**src/rtl/gpio_irq_pkg.sv**
```systemverilog
package gpio_irq_pkg;

    localparam int ADDR_W = 8;

    // Register byte addresses of one port.
    typedef struct packed {
        logic [ADDR_W-1:0] mode;
        logic [ADDR_W-1:0] pol;
        logic [ADDR_W-1:0] ack;
        logic [ADDR_W-1:0] ena;
        logic [ADDR_W-1:0] filt;
        logic [ADDR_W-1:0] stat;
    } reg_map_t;

    localparam reg_map_t MAP_A = '{mode: 8'h90, pol: 8'h94, ack: 8'h98,
                                   ena: 8'h9C, filt: 8'hA8, stat: 8'hA0};
    localparam reg_map_t MAP_B = '{mode: 8'hAC, pol: 8'hB0, ack: 8'hB4,
                                   ena: 8'hB8, filt: 8'hC4, stat: 8'hBC};
    localparam reg_map_t MAP_F = '{mode: 8'h4C, pol: 8'h50, ack: 8'h54,
                                   ena: 8'h58, filt: 8'h64, stat: 8'h5C};

    localparam int NUM_PORTS = 3;

    function automatic reg_map_t port_map(input int idx);
        case (idx)
            0:       return MAP_A;
            1:       return MAP_B;
            default: return MAP_F;
        endcase
    endfunction

endpackage

```
**src/rtl/gpio_irq_debounce.sv**
```systemverilog
module gpio_irq_debounce #(
    parameter int STABLE = 4
) (
    input  logic clk,
    input  logic rst,
    input  logic raw,
    output logic filt,
    output logic at_limit
);
    localparam int CW = $clog2(STABLE + 1);
    localparam logic [CW-1:0] LIMIT = CW'(STABLE - 1);

    typedef struct packed {
        logic [CW-1:0] cnt;
        logic          lvl;
    } db_state_t;

    db_state_t st_d, st_q;

    always_comb begin
        st_d = st_q;
        if (raw == st_q.lvl) begin
            st_d.cnt = '0;
        end else if (st_q.cnt == LIMIT) begin
            st_d.lvl = raw;
            st_d.cnt = '0;
        end else begin
            st_d.cnt = st_q.cnt + 1'b1;
        end
    end

    always_ff @(posedge clk) begin
        if (rst) st_q <= '0;
        else     st_q <= st_d;
    end

    assign filt     = st_q.lvl;
    assign at_limit = (st_q.cnt == LIMIT) && (raw != st_q.lvl);

endmodule

```
**src/rtl/gpio_irq_port.sv**
```systemverilog
module gpio_irq_port
    import gpio_irq_pkg::*;
#(
    parameter int       PINS      = 8,
    parameter int       DB_STABLE = 4,
    parameter reg_map_t MAP       = MAP_A
) (
    input  logic              clk,
    input  logic              rst,
    input  logic [PINS-1:0]   pins,
    input  logic              wr_en,
    input  logic [ADDR_W-1:0] addr,
    input  logic [PINS-1:0]   wdata,
    output logic [PINS-1:0]   rdata,
    output logic [PINS-1:0]   stat
);
    typedef struct packed {
        logic [PINS-1:0] mode;
        logic [PINS-1:0] pol;
        logic [PINS-1:0] ena;
        logic [PINS-1:0] filt;
        logic [PINS-1:0] pend;
        logic [PINS-1:0] prev;
    } port_state_t;

    port_state_t st_d, st_q;

    logic [PINS-1:0] db_val;
    logic [PINS-1:0] db_limit;
    logic [PINS-1:0] sel_val;
    logic [PINS-1:0] ack_mask;
    logic [PINS-1:0] edge_hit;
    logic [PINS-1:0] pend_vec;
    logic [PINS-1:0] ena_vec;

    for (genvar i = 0; i < PINS; i++) begin : g_pin
        gpio_irq_debounce #(.STABLE(DB_STABLE)) u_db (
            .clk      (clk),
            .rst      (rst),
            .raw      (pins[i]),
            .filt     (db_val[i]),
            .at_limit (db_limit[i])
        );
        assign sel_val[i] = st_q.filt[i] ? db_val[i] : pins[i];
    end

    always_comb begin
        logic [PINS-1:0] rise;
        logic [PINS-1:0] fall;
        logic [PINS-1:0] lvl_hit;

        st_d     = st_q;
        ack_mask = (wr_en && addr == MAP.ack) ? wdata : '0;

        rise     = sel_val & ~st_q.prev;
        fall     = ~sel_val & st_q.prev;
        edge_hit = st_q.mode & st_q.ena & ((st_q.pol & rise) | (~st_q.pol & fall));

        st_d.prev = sel_val;
        st_d.pend = edge_hit | (st_q.pend & ~ack_mask);

        if (wr_en) begin
            if (addr == MAP.mode) st_d.mode = wdata;
            if (addr == MAP.pol)  st_d.pol  = wdata;
            if (addr == MAP.ena)  st_d.ena  = wdata;
            if (addr == MAP.filt) st_d.filt = wdata;
        end

        lvl_hit = ~st_q.mode & ~(sel_val ^ st_q.pol);
        stat    = st_q.ena & (lvl_hit | (st_q.mode & st_q.pend));

        rdata = '0;
        if (addr == MAP.mode) rdata = st_q.mode;
        if (addr == MAP.pol)  rdata = st_q.pol;
        if (addr == MAP.ena)  rdata = st_q.ena;
        if (addr == MAP.filt) rdata = st_q.filt;
        if (addr == MAP.stat) rdata = stat;
    end

    always_ff @(posedge clk) begin
        if (rst) st_q <= '0;
        else     st_q <= st_d;
    end

    assign pend_vec = st_q.pend;
    assign ena_vec  = st_q.ena;

endmodule

```
**src/rtl/gpio_irq_ctrl.sv**
```systemverilog
module gpio_irq_ctrl
    import gpio_irq_pkg::*;
#(
    parameter int PINS      = 8,
    parameter int DB_STABLE = 4
) (
    input  logic              clk,
    input  logic              rst,
    input  logic              bus_we,
    input  logic [ADDR_W-1:0] bus_addr,
    input  logic [PINS-1:0]   bus_wdata,
    output logic [PINS-1:0]   bus_rdata,
    input  logic [PINS-1:0]   pin_a,
    input  logic [PINS-1:0]   pin_b,
    input  logic [PINS-1:0]   pin_f,
    output logic              irq_ab,
    output logic [PINS-1:0]   irq_f
);
    logic [NUM_PORTS-1:0][PINS-1:0] port_pins;
    logic [NUM_PORTS-1:0][PINS-1:0] port_rdata;
    logic [NUM_PORTS-1:0][PINS-1:0] port_stat;

    assign port_pins[0] = pin_a;
    assign port_pins[1] = pin_b;
    assign port_pins[2] = pin_f;

    for (genvar p = 0; p < NUM_PORTS; p++) begin : g_port
        localparam reg_map_t PMAP = port_map(p);
        gpio_irq_port #(
            .PINS      (PINS),
            .DB_STABLE (DB_STABLE),
            .MAP       (PMAP)
        ) u_port (
            .clk   (clk),
            .rst   (rst),
            .pins  (port_pins[p]),
            .wr_en (bus_we),
            .addr  (bus_addr),
            .wdata (bus_wdata),
            .rdata (port_rdata[p]),
            .stat  (port_stat[p])
        );
    end

    always_comb begin
        bus_rdata = '0;
        for (int p = 0; p < NUM_PORTS; p++) bus_rdata = bus_rdata | port_rdata[p];
        irq_ab = |(port_stat[0] | port_stat[1]);
        irq_f  = port_stat[2];
    end

endmodule

```
**config.mk**
```make
export PLATFORM = sky130hd
export DESIGN_NAME = gpio_irq_ctrl
export DESIGN_NICKNAME = d
export VERILOG_FILES = /design/src/rtl/gpio_irq_pkg.sv /design/src/rtl/gpio_irq_debounce.sv /design/src/rtl/gpio_irq_port.sv /design/src/rtl/gpio_irq_ctrl.sv
export SDC_FILE = /design/constraint.sdc
export NUM_CORES = 1
export LEC_CHECK = 0
export BUFFER_PORTS_ARGS = -buffer_cell sky130_fd_sc_hd__buf_2
export CAP_MARGIN = 20
export CORE_MARGIN = 4
export CORE_UTILIZATION = 40
export DETAILED_ROUTE_END_ITERATION = 7
export SLEW_MARGIN = 30
export SYNTH_ARGS = -nofsm -noshare
export SYNTH_HDL_FRONTEND = slang
export SYNTH_SLANG_ARGS = --single-unit
```
**constraint.sdc**
```tcl
create_clock -name clk -period 3.14 [get_ports clk]
set_input_delay 0 -clock clk [delete_from_list [all_inputs] [get_ports clk]]
set_output_delay 0 -clock clk [all_outputs]
set_load 0.03 [all_outputs]
```
==> summary.md, run 1 <==
| Metric | Value |
|---|---|
| CP max-delay cell | dfxtp_1 |
| Vias per inst | 5.29 |
| Net count after synthesis | roughly 1400 |
| CTS Hold Buffers Added | 40 |
| All-layer global routing usage | 0.194 |
| # nets final | roughly 1400 |
| Post-CTS resize count | 0 |
| Nature of the critical path endpoint | primary output |
| Initial antenna violation count | 1 |
| Crit share post-route | 0.825 |
| Final setup margin | 0.549 ns |
| Root Driver | clkbuf_16 |
| Input/output buffers | a little under 60 |
| DR DRC count | 0 |
| Initial DRC count | 587 |
| CP peak stage delay | around 0.49 ns |
| Initial core utilization | 0.406 |
| Clk sinks | 240 |
| Worst slew pin tran | 0.839 ns |
| Cell count after placement | roughly 1700 |
| FILL cells | approximately 2700 |
| Drt first pass iters | 5 |
| Async SR Flop Fraction | 0 |
| Buffers plus inverters on the worst setup path | 1 |
| Clock slew at reported path FFs | around 0.06 ns |
| Synthesis warning total | 0 |
| Die width | between 150 and 200 microns |
| Final cell count without fillers | 1739 |
| CTS H-tree depth | 1 |
| Final Skew | between 0.008 and 0.009 ns |
| Placer Congestion | between 0.9 and 1 |
| Synth area leader | dfxtp_1 |
| Crit path capture | irq_ab |
| Crit. path cell count | 6 |
| Cell Pwr Density | approximately 500 mW/mm^2 |
| Number of global-route vias before repair | 8856 |
| Critical path cell sequence | mux2i_1 -> nor2b_1 -> o311a_1 -> nor4_1 -> nand4_1 -> buf_2 |
| RSZ-0062 raised after global routing | false |
| TritonCTS clock tree | done |
| Max_cap viols | 0 |
| Synthesis-to-layout area growth | 15.9% |
| Yosys reg bits | 240 |
| Syn Area/Cell | a little under 9 sq um |
| RR Startpoint | g_port[2].u_port.g_pin[3].u_db.st_q[1] |
| Setup TNS | 0 ns |
| Critical path's top delay family | simple AND/OR/NAND/NOR gates |
| Share of layout cells above drive strength 1 | 0.102 |
| Max-slew headroom | 0.440 |
| # setup viols final | 0 |
| Arrival @ worst endpoint | roughly 2.6 ns |
| Yosys top cell area share | 0.424 |
| Setup bufs post-CTS | 0 |
| Primary FF master, synth | dfxtp_1 |
| Leading cell type in the layout, fill and taps excluded | dfxtp_1 |
| Reg2Reg Setup Slack | ~1.5 ns |
| Max clock buf depth | 3 |
| Post-synth EDFFs | 0 |
| Synth cell types | 66 |
| Max frequency | between 300 and 400 MHz |
| Slew Limit Fails | 0 |
| Leak Pwr | 5.35 nW |
| FF-to-FF End | g_port[2].u_port.g_pin[3].u_db.filt |
| Syn Inst Count | about 1300 |
| Sequential area share after synthesis | 0.424 |
| Final hold violation count | 0 |
| Mapped Area | 0.0113 sq mm |
| Peak supply drop | ~390 uV |
| Crit start category | flip-flop |
| Rows | 61 |
| Die ar. | approximately 0.031 sq mm |
| Worst skew pair latency | 0.53 ns |
| DR WL/cell | between 15 and 20 microns |
| First-pass GRT wire length | 48200 microns |
| Worst hold path type | in2reg |
| Die height | ~180 microns |
| Num CTS Buffers | 27 |
| FF-to-FF path depth | 5 |
| Antenna-violating nets left | 0 |
| Run status | finished clean |
| Worst EP required | around 3.1 ns |
| Most frequent cells in the layout | dfxtp_1, nor2_1, mux2i_1 |
| IO Pins | 60 |
| Place WS | just over 0.8 ns |
| Post-detailed-placement half-perimeter wirelength | 21600 microns |
| Final WL | 30500 microns |
| Largest net degree at the start of global routing | 76 |
| CP max FO | 3 |
| Final Critical Period | approximately 2.6 ns |
| Vias | between 9000 and 10000 |
| Remaining global-route overflow | 0 |
| Total Power | about 6.6 mW |
| Synth area leaders | dfxtp_1, mux2i_1, nor2_1 |
| Critical setup path kind | reg2out |
| Worst setup path start | g_port[1].u_port.st_q[22] |
| Placeable Area | around 0.028 sq mm |
## registers in the layout, summed over array words and instances, names as in the netlist
name	flops
g_port.u_port.ena_vec	24
g_port.u_port.pend_vec	24
g_port.u_port.g_pin.u_db.filt	24
g_port.u_port.g_pin.u_db.st_q	72
g_port.u_port.st_q	96
## worst reg2reg max path: stages (launching register included)
cell and delay, ns:
dfxtp_1 0.31, ha_1 0.20, ha_1 0.20, mux2i_1 0.14, nor2_1 0.06, dlygate4sd3_1 0.58
## cells in the mapped netlist (4+ instances only)
master / n
a21oi_1: 29
a221oi_1: 5
a22oi_1: 25
a31oi_1: 21
a32o_1: 4
a32oi_1: 24
and2_0: 4
and3_1: 6
and4bb_2: 4
buf_2: 16
buf_6: 5
clkbuf_1: 36
clkbuf_2: 4
dfxtp_1: 240
ha_1: 48
inv_1: 74
mux2_2: 11
mux2i_1: 121
nand2_1: 92
nand2b_1: 47
nand3_1: 18
nand3_2: 8
nand3b_1: 25
nand4_1: 8
nor2_1: 228
nor2b_1: 9
nor4_1: 5
o21ai_0: 50
o22ai_1: 6
o2bb2ai_1: 4
or3_1: 24
xnor2_1: 24
## power breakdown
group	leakage [nW]	switching [mW]	internal [mW]
sequential	1.95	0.0253	3.10
clock	0.419	1.21	1.84
combinational	2.99	0.239	0.152
total	5.35	1.47	5.09
## metrics by stage
| stage | hold WS [ns] | util | area (sq um) |
|---|---|---|---|
| after floorplan | 0.140 | - | 11300 |
| after global placement | 0.273 | 0.426 | 11900 |
| after detailed placement | 0.290 | 0.426 | 11900 |
| after CTS | 0.188 | 0.471 | 13100 |
| after global routing | 0.254 | 0.471 | 13100 |
| final | 0.229 | 0.471 | 13100 |
## area by class of cell
| cell class | instances | area [sq um] | area share |
|---|---|---|---|
| timing repair buffer | 106 | 779 | 0.0594 |
| sequential | 240 | 4800 | 0.366 |
| antenna | 1 | 2.50 | 0.000191 |
| inverter | 74 | 278 | 0.0212 |
| clock inverter | 7 | 91.3 | 0.00696 |
| clock buffer | 37 | 763 | 0.0582 |
| tap | 378 | 473 | 0.0360 |
| multi-input combinational | 896 | 5930 | 0.452 |
## cells by family after synthesis
family	share of synthesized area
simple gates	0.215
flops	0.424
compound gates	0.117
buf+inv	0.0526
mux	0.118
fa+ha+maj	0.0530
xor+xnor	0.0201
## layer usage
metal | vias up | part of all wire | wire [microns] | GRT usage
met2 | 222 | 0.47 | 14200 | 0.325
met3 | 54 | 0.060 | 1820 | 0.0315
li1 | 4546 | - | - | -
met5 | - | 0 | 0 | 0
met4 | 0 | 0.031 | 937 | 0.0604
met1 | 4369 | 0.44 | 13500 | 0.257
## how the worst min path moves through the flow
stage / startpoint / end / slack (ns) / cells after the start
final: bus_we / g_port[2].u_port.st_q[45] / 0.23 / 4
after global routing: bus_we / g_port[2].u_port.st_q[40] / 0.25 / 4
after CTS: bus_we / g_port[2].u_port.st_q[43] / 0.19 / 4
after detailed placement: pin_a[3] / g_port[0].u_port.g_pin[3].u_db.filt / 0.29 / 3
after global placement: pin_f[4] / g_port[2].u_port.g_pin[4].u_db.filt / 0.27 / 3
after floorplan: bus_wdata[0] / g_port[1].u_port.ena_vec[0] / 0.14 / 2
(Power assumes the default switching activity.)
==> run 2, diff against run 1 <==
==> constraint.sdc (replaced) <==
create_clock -name clk -period 2.11 [get_ports clk]
set_input_delay 0 -clock clk [delete_from_list [all_inputs] [get_ports clk]]
set_output_delay 0 -clock clk [all_outputs]
set_load 0.03 [all_outputs]
==> summary.md, run 2 (synthesis results as in run 1) <==
| Metric | Value |
|---|---|
| Run status | finished with violations |
| Failing checks | negative setup slack |
| Initial core utilization | 0.406 |
| Critical setup path kind | reg2out |
| Die ar. | 0.0311 sq mm |
| Rows | 61 |
| Clock slew at reported path FFs | roughly 0.060 ns |
| Input/output buffers | a little under 60 |
| Met3 Use GR | 0.0343 |
| Largest Register | g_port.u_port.st_q |
| Arrival @ worst endpoint | about 2.3 ns |
| Die width | between 150 and 200 microns |
| Buffers plus inverters on the worst setup path | 1 |
| First-pass GRT wire length | 50800 microns |
| Routing usage on met1 | 0.281 |
| Vias per inst | between 5 and 6 |
| RR Startpoint | g_port[2].u_port.g_pin[2].u_db.st_q[1] |
| Initial DRC count | between 600 and 700 |
| # nets final | 1496 |
| Max frequency | approximately 440 MHz |
| Most frequent cells in the layout | nor2_1, dfxtp_1, mux2i_1 |
| DR DRC count | 0 |
| CP max-delay cell | dfxtp_4 |
| Final Skew | roughly 0.014 ns |
| FILL cells | approximately 2500 |
| Num CTS Buffers | 27 |
| Synthesis-to-layout area growth | 27.9% |
| Slew Limit Fails | 0 |
| Critical path's top delay family | compound AO/OA/AOI/OAI gates |
| Worst hold path type | in2reg |
| Hold path startpoint | bus_we |
| Post-detailed-placement half-perimeter wirelength | 22600 microns |
| Most Crowded Layer GR | met2 |
| Reg2Reg Setup Slack | ~0.50 ns |
| CP max FO | 4 |
| Leak Pwr | 5.90 nW |
| FF-to-FF End | g_port[2].u_port.g_pin[2].u_db.filt |
| Remaining global-route overflow | 0 |
| Root Driver | clkbuf_16 |
| Largest net degree at the start of global routing | 57 |
| Worst min-delay path endpoint | g_port[1].u_port.ena_vec[6] |
| Hold Crit Depth | 4 |
| Worst skew pair latency | around 0.54 ns |
| Final setup margin | -0.154 ns |
| Placeable Area | 0.0279 sq mm |
| All-layer global routing usage | 0.205 |
| Met2 Use GR | 0.331 |
| Nature of the critical path endpoint | primary output |
| Setup TNS | -0.525 ns |
| Cell Pwr Density | 709 mW/mm^2 |
| Max_cap viols | 0 |
| Die height | 176 microns |
| Share of layout cells above drive strength 1 | 0.222 |
| Total Power | 10.3 mW |
| Final WL | about 32000 microns |
| Largest register FFs | 96 |
| CP peak stage delay | ~0.37 ns |
| Max clock buf depth | 3 |
| Drt first pass iters | 5 |
| RSZ-0062 raised after global routing | true |
| Worst slew pin tran | about 0.52 ns |
| Final Critical Period | approximately 2.3 ns |
| Largest regs | g_port.u_port.st_q: 96 flops, g_port.u_port.g_pin.u_db.st_q: 72 flops |
| TritonCTS clock tree | done |
| Max-slew headroom | 0.652 |
| FF-to-FF path depth | 5 |
| Leading cell type in the layout, fill and taps excluded | nor2_1 |
| Critical path cell sequence | mux2i_4 -> xor2_1 -> o211a_1 -> a22oi_1 -> nand4_1 -> buf_4 |
| # setup viols final | 5 |
| Final hold violation count | 0 |
| FF+latch area | 0.00488 sq mm |
| Antenna-violating nets left | 0 |
| IO Pins | 60 |
| Worst EP required | approximately 2.1 ns |
| Placer Congestion | between 0.9 and 1 |
| Vias | just under 10000 |
| Peak supply drop | about 600 uV |
| Crit share post-route | 1.07 |
| # diodes | 0 |
| CTS H-tree depth | 1 |
| Number of global-route vias before repair | slightly above 9000 |
| DR WL/cell | between 15 and 20 microns |
| Area of the multi-input gates | 0.00664 sq mm |
| Initial antenna violation count | 0 |
| Clk sinks | between 200 and 250 |
| Crit start category | flip-flop |
run 2: final cells by class:
class | count | share of cell area
Multi-Input combinational cell | 896 | 0.458
Sequential cell | 240 | 0.337
Timing Repair Buffer | 166 | 0.0886
Clock buffer | 37 | 0.0513
Tap cell | 378 | 0.0327
Inverter | 74 | 0.0192
Clock inverter | 12 | 0.0133
run 2: what timing repair did:
item	in CTS	in global routing
pin swaps	15	17
hold buffers	35	0
setup endpoints to repair	9	9
endpoints found under the hold margin	239	0
buffers inserted	20	6
resized for setup	113	66
run 2: report_power, final:
part	total, mW	switching [mW]	internal (mW)	leakage [nW]
registers	4.63	0.0393	4.59	1.97
logic	0.692	0.395	0.297	3.48
clock network	4.95	1.88	3.06	0.449
total	10.3	2.32	7.95	5.90
run 2: metal layers:
| metal | share of wire | routed length, microns |
|---|---|---|
| met1 | 0.45 | 14400 |
| met2 | 0.46 | 14900 |
| met3 | 0.066 | 2130 |
| met4 | 0.029 | 947 |
| met5 | 0 | 0 |
run 2: worst max-delay path by stage:
stage,startpoint,end,slack [ns],cells past startpoint
detailed placement,g_port[1].u_port.st_q[22],irq_ab,0.08,6
finish,g_port[1].u_port.st_q[18],bus_rdata[2],-0.15,6
global route,g_port[1].u_port.st_q[18],irq_ab,-0.25,6
CTS,g_port[0].u_port.ena_vec[4],bus_rdata[4],-0.19,6
global placement,g_port[1].u_port.st_q[22],irq_ab,0.06,6
floorplan,g_port[2].u_port.st_q[16],bus_rdata[0],0.29,5
run 2: per-stage QoR:
stage | instances | hold slack [ns] | setup WS [ns] | util | area [sq um]
after detailed placement | 1695 | 0.290 | 0.0789 | 0.437 | 12200
after global routing | 1803 | 0.172 | -0.251 | 0.520 | 14500
after CTS | 1799 | 0.123 | -0.187 | 0.506 | 14100
after floorplan | 1275 | 0.140 | 0.285 | - | 11300
final | 1803 | 0.153 | -0.154 | 0.520 | 14500
after global placement | 1695 | 0.281 | 0.0611 | 0.437 | 12200
run 2: worst register-to-register path, cell delays in order, from the launching register on:
cell and delay [ns]:
dfxtp_1 0.31, ha_1 0.19, ha_1 0.21, mux2i_1 0.15, nor2_1 0.06, dlygate4sd3_1 0.57
==> run 3, diff against run 2 <==
--- a/config.mk
+++ b/config.mk
@@ -10,6 +10,7 @@
 export CORE_MARGIN = 4
 export CORE_UTILIZATION = 40
 export DETAILED_ROUTE_END_ITERATION = 7
+export SKIP_CTS_REPAIR_TIMING = 1
 export SLEW_MARGIN = 30
 export SYNTH_ARGS = -nofsm -noshare
 export SYNTH_HDL_FRONTEND = slang
==> summary.md, run 3 (synthesis results as in run 1) <==
| Metric | Value |
|---|---|
| Final Critical Period | ~2.3 ns |
| Worst slew pin tran | 0.546 ns |
| Crit start category | flip-flop |
| IO Pins | 60 |
| Share of layout cells above drive strength 1 | 0.221 |
| FILL cells | ~2500 |
| Nature of the critical path endpoint | primary output |
| CP max-delay cell | dfxtp_4 |
| DR DRC count | 0 |
| CP peak stage delay | ~0.37 ns |
| Max-slew headroom | 0.635 |
| Antenna-violating nets left | 0 |
| Run status | finished with violations |
| Initial antenna violation count | 0 |
| # nets final | ~1500 |
| # diodes | 0 |
| Slew Limit Fails | 0 |
| Synthesis-to-layout area growth | 28.2% |
| CTS H-tree depth | 1 |
| Initial core utilization | 0.406 |
| Clk sinks | 240 |
| Placeable Area | approximately 0.028 sq mm |
| Num CTS Buffers | 27 |
| RSZ-0062 raised after global routing | true |
| Input/output buffers | 59 |
| Die ar. | 0.0311 sq mm |
| Drt first pass iters | 6 |
| Critical setup path kind | reg2out |
| Die height | 176 microns |
| Largest regs | g_port.u_port.st_q: 96 flops, g_port.u_port.g_pin.u_db.st_q: 72 flops |
| Crit share post-route | 1.10 |
| Vias per inst | approximately 5.3 |
| Final Skew | roughly 0.018 ns |
| Worst skew pair latency | 0.54 ns |
| Leading cell type in the layout, fill and taps excluded | nor2_1 |
| Arrival @ worst endpoint | between 2 and 2.5 ns |
| All-layer global routing usage | 0.199 |
| Total Power | 10.3 mW |
| Reg2Reg Setup Slack | approximately 0.50 ns |
| Max clock buf depth | 3 |
| Largest register FFs | 96 |
| Root Driver | clkbuf_16 |
| Failing checks | negative setup slack |
| DR WL/cell | approximately 18 microns |
| Number of global-route vias before repair | 8891 |
| Final hold slack | 0.161 ns |
| Critical path cell sequence | mux2i_4 -> buf_4 -> nand2b_1 -> a31oi_4 -> nor4_4 -> nand4_1 -> buf_6 |
| Worst EP required | ~2.1 ns |
| Remaining global-route overflow | 0 |
| Die width | 176 microns |
| Most frequent cells in the layout | nor2_1, dfxtp_1, mux2i_1 |
| Final hold violation count | 0 |
| Initial DRC count | roughly 630 |
| Worst hold path type | in2reg |
| Clock slew at reported path FFs | about 0.06 ns |
| Vias | roughly 9600 |
| CP max FO | 3 |
| First-pass GRT wire length | slightly below 50000 microns |
| Largest net degree at the start of global routing | 57 |
| Final setup margin | -0.208 ns |
| TritonCTS clock tree | done |
| Post-detailed-placement half-perimeter wirelength | between 20000 and 25000 microns |
| Leak Pwr | around 5.9 nW |
| Placer Congestion | around 0.94 |
| Largest Register | g_port.u_port.st_q |
| # setup viols final | 6 |
| Max frequency | 431 MHz |
| Peak supply drop | 574 uV |
| Rows | 61 |
| Final WL | approximately 32000 microns |
| Cell Pwr Density | around 710 mW/mm^2 |
| Max_cap viols | 0 |
==> run 3: cell count changes in the layout (fill, tap and decap cells not counted), moves of 2 or more <==
cell      before  now
nand2b_4      19   14
a31oi_4       13   10
buf_6          9   13
dfxtp_2       13   11
mux2i_4       13   19
buf_4         70   68
nand2b_1      28   33
mux2i_2        8    2
a31oi_2        3    7
dfxtp_1      212  214
o21ai_0       41   43
==> run 3: where the power goes <==
part / internal, mW / switching, mW
combinational: 0.296 / 0.396
sequential: 4.59 / 0.0398
clock: 3.07 / 1.88
total: 7.95 / 2.32
==> run 3: worst max-delay path: cells and delay by family (launching register included) <==
| kind | cells | cell delay [ns] |
|---|---|---|
| flip-flops | 1 | 0.37 |
| AO/OA/AOI/OAI | 1 | 0.15 |
| multiplexers | 1 | 0.18 |
| AND/OR/NAND/NOR | 3 | 0.72 |
| buffers and inverters | 2 | 0.36 |
==> run 3: cell type report <==
cell class                      instances  area, sq um  share of cell area
Timing Repair Buffer                  167         1300              0.0897
Inverter                               74          278              0.0191
Sequential cell                       240         4870               0.336
Clock inverter                         12          193              0.0133
Clock buffer                           37          743              0.0512
Tap cell                              378          473              0.0326
Multi-Input combinational cell        896         6650               0.458
==> run 3: worst paths after layout <==
kind,from,endpoint,cells past startpoint
setup / recovery,g_port[1].u_port.st_q[23],irq_ab,7
hold / removal,bus_we,g_port[1].u_port.ena_vec[6],4
setup reg to reg,g_port[2].u_port.g_pin[2].u_db.st_q[1],g_port[2].u_port.g_pin[2].u_db.filt,5
hold reg to reg,g_port[0].u_port.g_pin[1].u_db.st_q[1],g_port[0].u_port.g_pin[1].u_db.st_q[1],1
==> run 3: stage by stage <==
stage / utilization / TNS, ns / cells / worst slack, ns / cell area, sq um
2_1_floorplan: - / 0 / 1275 / 0.285 / 11300
3_3_place_gp: 0.437 / 0 / 1695 / 0.0611 / 12200
3_5_place_dp: 0.437 / 0 / 1695 / 0.0789 / 12200
4_1_cts: 0.471 / -3.05 / 1744 / -0.511 / 13100
5_1_grt: 0.521 / -0.960 / 1804 / -0.257 / 14500
6_report: 0.521 / -0.585 / 1804 / -0.208 / 14500
==> run 3: layer usage <==
metal | share of wire | vias to the layer above | GRT usage
met5 | 0 | - | 0
met4 | 0.026 | 0 | 0.0611
met3 | 0.064 | 68 | 0.0321
met2 | 0.46 | 298 | 0.320
met1 | 0.45 | 4588 | 0.276
li1 | - | 4677 | -
